`src/rtl/sacc_pkg.sv`:
```
// Package: shared types for the saturating accumulator.
// Assumes nothing beyond being compiled before the modules that import it.
package sacc_pkg;

    // Outcome of one add, judged on the two's-complement sign rule.
    typedef enum logic [1:0] {
        OVF_NONE = 2'b00,
        OVF_POS  = 2'b01,
        OVF_NEG  = 2'b10
    } ovf_kind_t;

endpackage

```
`src/rtl/sacc_extend.sv`:
```
// Module: sacc_extend
// Widens a SAMPLE_W-bit sample to ACC_W bits. Sign extension is used when
// is_signed is 1 and zero extension when it is 0.
// Assumes ACC_W >= SAMPLE_W.
module sacc_extend #(
    parameter int SAMPLE_W = 12,
    parameter int ACC_W    = 32
) (
    input  logic [SAMPLE_W-1:0] din,
    input  logic                is_signed,
    output logic [ACC_W-1:0]    dout
);
    localparam int PAD_W = ACC_W - SAMPLE_W;

    generate
        if (PAD_W > 0) begin : g_pad
            logic fill_bit;
            // Fill bit: the sample's top bit for signed data, else zero.
            always_comb fill_bit = is_signed & din[SAMPLE_W-1];
            // Replicate the fill bit above the sample.
            always_comb dout = {{PAD_W{fill_bit}}, din};
        end else begin : g_same
            logic unused_mode;
            // Equal widths: nothing to widen; the mode has no effect.
            always_comb unused_mode = is_signed;
            always_comb dout = din;
        end
    endgenerate

endmodule

```
`src/rtl/sacc_addv.sv`:
```
// Module: sacc_addv
// Adds two ACC_W-bit two's-complement words modulo 2^ACC_W and reports
// signed overflow from the sign bits only. The carry out of the top bit
// is never formed.
// Assumes ACC_W >= 2.
module sacc_addv
    import sacc_pkg::*;
#(
    parameter int ACC_W = 32
) (
    input  logic [ACC_W-1:0] lhs,
    input  logic [ACC_W-1:0] rhs,
    output logic [ACC_W-1:0] sum,
    output ovf_kind_t        kind
);
    localparam int MSB = ACC_W - 1;

    logic same_sign;
    logic sign_flip;

    // Modular sum; the result width drops the carry.
    always_comb sum = lhs + rhs;

    // Sign rule: same-signed operands giving an opposite-signed result.
    always_comb begin
        same_sign = (lhs[MSB] == rhs[MSB]);
        sign_flip = (sum[MSB] != lhs[MSB]);
    end

    // Classify the overflow direction by the operands' common sign.
    always_comb begin
        if (same_sign && sign_flip)
            kind = lhs[MSB] ? OVF_NEG : OVF_POS;
        else
            kind = OVF_NONE;
    end

endmodule

```
`src/rtl/sacc_clamp.sv`:
```
// Module: sacc_clamp
// Picks the next total. With sat_en set, an overflowing sum is replaced by
// the signed limit on the operands' side. Otherwise the wrapped sum is
// passed through.
// Assumes kind comes from the same add that produced sum.
module sacc_clamp
    import sacc_pkg::*;
#(
    parameter int ACC_W = 32
) (
    input  logic [ACC_W-1:0] sum,
    input  ovf_kind_t        kind,
    input  logic             sat_en,
    output logic [ACC_W-1:0] nxt,
    output logic             clamped
);
    localparam logic [ACC_W-1:0] LIM_MAX = {1'b0, {(ACC_W-1){1'b1}}};
    localparam logic [ACC_W-1:0] LIM_MIN = {1'b1, {(ACC_W-1){1'b0}}};

    // Select the limit or the raw sum.
    always_comb begin
        nxt     = sum;
        clamped = 1'b0;
        if (sat_en) begin
            unique case (kind)
                OVF_POS: begin nxt = LIM_MAX; clamped = 1'b1; end
                OVF_NEG: begin nxt = LIM_MIN; clamped = 1'b1; end
                default: ;
            endcase
        end
    end

endmodule

```
`src/rtl/sacc_top.sv`:
```
// Module: sacc_top
// Saturating signed sample accumulator. Each valid sample is widened,
// added to the registered total and checked for signed overflow. The
// total then either clamps or wraps according to sat_en.
// Assumes ACC_W > SAMPLE_W for a useful headroom, and a synchronous,
// active-low reset.
module sacc_top
    import sacc_pkg::*;
#(
    parameter int SAMPLE_W = 12,
    parameter int ACC_W    = 32
) (
    input  logic                clk,
    input  logic                rst_n,
    input  logic                clr,
    input  logic                smp_vld,
    input  logic [SAMPLE_W-1:0] smp_data,
    input  logic                smp_signed,
    input  logic                sat_en,
    output logic [ACC_W-1:0]    acc_out,
    output logic                ovf_sticky,
    output logic                sat_flag
);
    logic [ACC_W-1:0] smp_wide;
    logic [ACC_W-1:0] raw_sum;
    logic [ACC_W-1:0] next_total;
    ovf_kind_t        add_kind;
    logic             add_clamped;
    logic             add_ovf;

    sacc_extend #(.SAMPLE_W(SAMPLE_W), .ACC_W(ACC_W)) u_ext (
        .din       (smp_data),
        .is_signed (smp_signed),
        .dout      (smp_wide)
    );

    sacc_addv #(.ACC_W(ACC_W)) u_add (
        .lhs  (acc_out),
        .rhs  (smp_wide),
        .sum  (raw_sum),
        .kind (add_kind)
    );

    sacc_clamp #(.ACC_W(ACC_W)) u_clamp (
        .sum     (raw_sum),
        .kind    (add_kind),
        .sat_en  (sat_en),
        .nxt     (next_total),
        .clamped (add_clamped)
    );

    // Any overflow direction counts toward the sticky record.
    always_comb add_ovf = (add_kind != OVF_NONE);

    // Total and flag registers: reset/clear first, then accept a sample.
    always_ff @(posedge clk) begin
        if (!rst_n || clr) begin
            acc_out    <= '0;
            ovf_sticky <= 1'b0;
            sat_flag   <= 1'b0;
        end else if (smp_vld) begin
            acc_out    <= next_total;
            ovf_sticky <= ovf_sticky | add_ovf;
            sat_flag   <= add_clamped;
        end
    end

endmodule

```
`config.mk`:
```
export PLATFORM = sky130hd
export DESIGN_NAME = sacc_top
export DESIGN_NICKNAME = d
export VERILOG_FILES = /design/src/rtl/sacc_pkg.sv /design/src/rtl/sacc_extend.sv /design/src/rtl/sacc_addv.sv /design/src/rtl/sacc_clamp.sv /design/src/rtl/sacc_top.sv
export SDC_FILE = /design/constraint.sdc
export NUM_CORES = 1
export LEC_CHECK = 0
export ABC_AREA = 0
export CAP_MARGIN = 20
export CORE_MARGIN = 1.5
export CORE_UTILIZATION = 51
export DETAILED_ROUTE_END_ITERATION = 7
export PLACE_DENSITY = 0.89
export SLEW_MARGIN = 20
export SYNTH_ARGS = -nofsm -noshare
export SYNTH_HDL_FRONTEND = slang
export SYNTH_HIERARCHICAL = 1
export SYNTH_SLANG_ARGS = --single-unit
```
`constraint.sdc`:
```
create_clock -name clk -period 4.6 [get_ports clk]
set_input_delay 0.92 -clock clk [delete_from_list [all_inputs] [get_ports clk]]
set_output_delay 0.92 -clock clk [all_outputs]
set_load 0.01 [all_outputs]
```
# Word-level counts from Yosys, hierarchy flattened
# Index checks and enable logic that the tools add are counted.
word_totals:
  input_bits: 18
  out_inout_bits: 34
  elab_cells: 21
  register_bits: 34
classes:
  mux: 6
  n_addsub: 1
  eq_ne: 4
  n_reduce_logical: 5
  bitwise: 2
op_table:
  columns: ["operator", "count"]
  rows:
  - ["32-bit case mux with 2 select lines", 1]
  - ["32-bit adder", 1]
  - ["32-bit two-way mux", 1]
  - ["2-bit two-way mux", 2]
  - ["2-bit by 1-bit == test with 1-bit output, second input constant", 1]
  - ["2-bit == test, second input constant", 1]
  - ["1-bit two-way mux", 2]
  - ["2-bit nonzero test", 1]
  - ["2-bit OR reduction", 1]
  - ["1-bit bitwise AND", 1]
  - ["1-bit == test", 1]
  - ["1-bit logical AND", 1]
  - ["1-bit logical NOT", 1]
  - ["1-bit logical OR", 1]
  - ["1-bit inequality test", 1]
  - ["1-bit OR", 1]

# Longest topological paths before layout
depth:
  depth_word: 9
  depth_mapped: 19
  ltp_nobuf: 15

# By module
# The synthesis kept the hierarchy.
by_module_without_submodules:
  columns: ["mod", "seq_area_each_um2", "cells_each", "area_per_inst_um2", "instances"]
  rows:
  - ["sacc_addv", 0.0, 231, 1661.6, 1]
  - ["sacc_top", 680.7, 112, 1263.7, 1]
  - ["sacc_clamp", 0.0, 45, 575.6, 1]
  - ["sacc_extend", 0.0, 33, 246.5, 1]

# Worst setup path before layout
# OpenSTA, ideal clock, no wires.
synth_path:
  kind: "input to register"
  start: "input smp_signed"
  end: "register acc_out[0]"
  setup_ns: 0.117
  slack_ns: 0.241
  n_path_buf: 4
  path_stages: 19
  arrival_time_ns: 4.242
  path_cell_list: "and2_1 buf_4 ha_1 clkbuf_1 nand2_1 nor2_1 nor2_1 a211o_1 a21oi_2 a21oi_1 nor3_1 inv_1 ha_1 nand2b_4 buf_6 buf_6 mux2_4 mux2i_1 nor2_1"
synth_between:
  elab_chain_len: 8
synth_lines:
  columns: ["item", "line_no", "source"]
  rows:
  - ["start, declared", "sacc_top.sv:18", "input logic smp_signed,"]
  - ["1-bit bitwise AND (*)", "sacc_extend.sv:19", "always_comb fill_bit = is_signed & din[SAMPLE_W-1];"]
  - ["net smp_wide[13]", "sacc_top.sv:24", "logic [ACC_W-1:0] smp_wide;"]
  - ["32-bit adder", "sacc_addv.sv:22", "always_comb sum = lhs + rhs;"]
  - ["1-bit inequality test", "sacc_addv.sv:27", "sign_flip = (sum[MSB] != lhs[MSB]);"]
  - ["1-bit logical AND (*)", "sacc_addv.sv:32", "if (same_sign && sign_flip)"]
  - ["2-bit two-way mux (*)", "sacc_addv.sv:32", null]
  - ["net add_kind[0]", "sacc_top.sv:27", "ovf_kind_t add_kind;"]
  - ["2-bit == test or 2-bit by 1-bit == test with 1-bit output (tied branches)", "sacc_clamp.sv:25", "unique case (kind)"]
  - ["32-bit case mux with 2 select lines (*)", "sacc_clamp.sv:25", null]
  - ["32-bit two-way mux (*)", "sacc_clamp.sv:24", "if (sat_en) begin"]
  - ["net next_total[0]", "sacc_top.sv:26", "logic [ACC_W-1:0] next_total;"]
  - ["end signal, assigned", "sacc_top.sv:62", "acc_out <= next_total;"]
  - ["end, declared", "sacc_top.sv:20", "output logic [ACC_W-1:0] acc_out,"]
# The timed path passes the listed nets; every way through them passes the cells marked *.
# A chain may end at the register's enable or synchronous reset.

# Worst setup path in the final report
layout_path:
  start: "input smp_data[11]"
  end: "register acc_out[31]"
layout_between:
  elab_chain_len: 8
layout_lines:
  columns: ["item", "line_no", "source"]
  rows:
  - ["start, declared", "sacc_top.sv:17", "input logic [SAMPLE_W-1:0] smp_data,"]
  - ["1-bit bitwise AND (*)", "sacc_extend.sv:19", null]
  - ["net smp_wide[12]", "sacc_top.sv:24", null]
  - ["32-bit adder", "sacc_addv.sv:22", null]
  - ["1-bit inequality test", "sacc_addv.sv:27", null]
  - ["1-bit logical AND (*)", "sacc_addv.sv:32", null]
  - ["2-bit two-way mux (*)", "sacc_addv.sv:32", null]
  - ["net add_kind[0]", "sacc_top.sv:27", null]
  - ["2-bit == test or 2-bit by 1-bit == test with 1-bit output (tied branches)", "sacc_clamp.sv:25", null]
  - ["32-bit case mux with 2 select lines (*)", "sacc_clamp.sv:25", null]
  - ["32-bit two-way mux (*)", "sacc_clamp.sv:24", null]
  - ["net next_total[31]", "sacc_top.sv:26", null]
# Marks and branches as above.

==> flow_metrics.tcl <==
set metrics [dict create \
    worstSetupStartpointType "primary input" \
    hp-start "ovf_sticky" \
    drt_iter0_markers 145 \
    yosysSeqAreaShare_pct 18.2 \
    path_cells "clkdlybuf4s50_1 -> and2_2 -> buf_4 -> ha_2 -> nand2_1 -> nor2_1 -> nor2_1 -> a211o_1 -> a21oi_2 -> a21oi_1 -> nor3_2 -> inv_1 -> ha_1 -> nand2b_4 -> buf_12 -> mux2_2 -> mux2i_1 -> nor2_1" \
    cp_common_cell "nor2_1" \
    synth_top_cell_by_area "dfxtp_1" \
    postSynth.asyncResetShare_pct 0 \
    cts.sinks 34 \
    cts_buffer_depth 2 \
    peakVddDrop_v 0.000122 \
    wl_um 8520 \
    drt-pass1-iter-count 4 \
    clock-root-buffer "clkbuf_8" \
    r2r_slack_ns 0.99 \
    drive_gt1_share_pct 18.7 \
    crit_path_end_kind "register" \
    wl_per_cell_um 15.2 \
    insertion_delay_ns 0.29 \
    fin_nets 511 \
    hold_buffers 0 \
    post_cts_buffers 0 \
    synth_adder_area_share_pct 11.6 \
    grt_max_degree 35 \
    p_leak_nw 2.09 \
    post-place-ws_ns -0.127 \
    track_usage_pct 21.8 \
    ys.flop_type "dfxtp_1" \
    setup_slack_ns 0.258 \
    std_cell_rows 31 \
    p_comb_share_pct 34.2 \
    vias_per_cell 5.61 \
    postRouteAntennaNets 0 \
    fin_crit_sh_pct 94.4 \
    regToRegStartpoint "acc_out[4]" \
    reg2reg_to "acc_out[31]" \
    synth_cells 421 \
    area_delta_synth_final_pct 16.0 \
    die_h_um 88.7 \
    synth_nets 473 \
    start_util_pct 52.2 \
    cp_data_required_time_ns 4.77 \
    clkPwrFrac_pct 28.6 \
    synth_edf_count 0 \
    grt_first_pass_wirelength_um 13600 \
    dieArea_um2 7870 \
    synth_xor_area_share_pct 6.54 \
    timing.max_cap.violations 0 \
    cpPeakStageDelay_ns 0.41 \
    synth_mux_area_share_pct 21.6 \
    register_area_um2 681 \
    numCtsBuffers 5 \
    final_common_cell "clkdlybuf4s50_1" \
    status "completed" \
    synth_compound_area_share_pct 17.2 \
    power_density_nw_per_um2 194 \
    tightest_slew_ns 1.05 \
    synth_simple_gate_area_share_pct 12.4 \
    fin_worst_skew_ns 0.00538 \
    synth_cell_types 54 \
    hold_path_end "ovf_sticky" \
    hold_viol_final 0 \
    remaining_drc_errors 0 \
    finalSetupViolCount 0 \
    worst_ep_arrival_time_ns 4.51 \
    avgSynthCellArea_um2 8.90 \
    slowest_stage "clkdlybuf4s50_1" \
    seq_power_share_pct 37.2 \
    antenna_found_initial 0 \
    htree_levels 2 \
    path_max_fanout 21 \
    finalCriticalPeriod_ns 4.34 \
    worst_r2r_path_depth 15 \
    maxSlewViolCount 0 \
    mostFrequentLayoutCells "50 x clkdlybuf4s50_1, 47 x nor2_1, 34 x mux2i_1, 34 x dfxtp_1, 34 x buf_4" \
    path_class "in2reg" \
    multi_input_area_um2 2610 \
    die_w_um 88.7 \
    synth_top_family_by_area "multiplexers" \
    core_area_um2 7180 \
    switchingPower_uw 259 \
    fmaxAchievable_mhz 230 \
    hold_depth 2 \
    port_buffers 51 \
    setup_tns_ns 0 \
    num_vias 3138 \
    diodes 0 \
    ys_warn_count 6 \
    grt_pass1_vias 2955 \
    ios 52 \
    yosysTopAreaCellShare_pct 18.2 \
    netlist_area_um2 3750 \
    rsz0062_at_grt "no" \
    intPower_uw 585 \
    clk_pin_slew_ns 0.08 \
    fill_cells 603 \
    ys_ff_latch 34 \
    swShare_pct 30.7 \
    cts-resized-gates 0 \
    synth_area_leaders "dfxtp_1 18%, mux2_4 12%, ha_1 11%" \
    hpwlAfterDp_um 6310 \
    gp_congestion 0.886 \
    hold_path.class "reg2reg" \
    grt-ovfl-total 0 \
    max-slew-margin-rel_pct 29.9 \
    cts_tree "built" \
]
sequential cells by signal, indices dropped and copies added, names as in the netlist:
signal / cells
sat_flag: 1
ovf_sticky: 1
acc_out: 32
stage by stage:
step	utilization (%)	cells	power [mW]	hold WS, ns	cell area, µm²
floorplan	-	421	0.541	0.465	3750
global placement	59.1	551	0.596	0.437	4240
detailed placement	59.1	551	0.605	0.441	4240
CTS	60.4	559	0.846	0.460	4330
global route	60.6	559	0.882	0.496	4350
finish	60.6	559	0.844	0.452	4350
cell families after synthesis:
group           count (synthesis)
flops                          34
fa+ha+maj                      34
compound gates                 97
simple gates                   95
mux                            66
buf+inv                        67
xor+xnor                       28
cell usage after synthesis, types with 3 or more instances:
master / number
nor2_1: 47
dfxtp_1: 34
mux2i_1: 34
ha_1: 33
buf_4: 32
a21oi_1: 30
mux2_4: 29
xnor2_1: 16
a21o_1: 14
nand2_1: 12
xor2_1: 12
clkbuf_1: 11
inv_1: 11
o21ai_0: 10
nand3_1: 7
nand4_1: 7
buf_6: 6
o21bai_1: 6
a211oi_1: 4
buf_2: 4
o211ai_1: 4
o21a_1: 4
o31ai_1: 4
and2_1: 3
and3_1: 3
buf_12: 3
mux2_2: 3
nor2b_1: 3
nor3_1: 3
power groups by stage:
stage               Sequential [mW]  Combinational [mW]  Clock (mW)
finish                        0.314               0.289       0.241
global route                  0.315               0.312       0.255
CTS                           0.314               0.286       0.246
detailed placement            0.321               0.284           0
global placement              0.321               0.276           0
floorplan                     0.324               0.217           0
critical path, delay by kind of cell:
kind	cells	cell delay [ns]
buffers and inverters	4	0.87
adder cells (fa/ha/maj)	2	0.66
AO/OA/AOI/OAI	3	0.62
AND/OR/NAND/NOR	7	0.95
multiplexers	2	0.48
area by class of cell:
| class | instances | share of cell area [%] |
|---|---|---|
| Multi-Input combinational cell | 320 | 60.0 |
| Timing Repair Buffer | 87 | 18.4 |
| Sequential cell | 34 | 15.7 |
| Tap cell | 99 | 2.85 |
| Clock buffer | 7 | 1.99 |
| Inverter | 11 | 0.950 |
| Clock inverter | 1 | 0.115 |
how the worst max path moves through the flow:
stage	to	cells past startpoint	from
after global placement	acc_out[28]	16	smp_data[4]
after CTS	acc_out[31]	18	smp_data[11]
after detailed placement	acc_out[31]	18	smp_data[11]
after floorplan	acc_out[0]	19	smp_signed
final	acc_out[31]	18	smp_data[11]
after global routing	acc_out[29]	18	smp_signed
routing by layer:
| metal | part of all wire, % | vias up | wire, µm | track usage, % |
|---|---|---|---|---|
| met3 | 3.9 | 8 | 332 | 3.36 |
| li1 | - | 1553 | - | - |
| met1 | 47 | 1497 | 3990 | 28.8 |
| met5 | 0 | - | 0 | 0 |
| met2 | 48 | 80 | 4120 | 36.8 |
| met4 | 0.85 | 0 | 72 | 5.82 |
No activity file was read; power rests on OpenSTA's default activity.
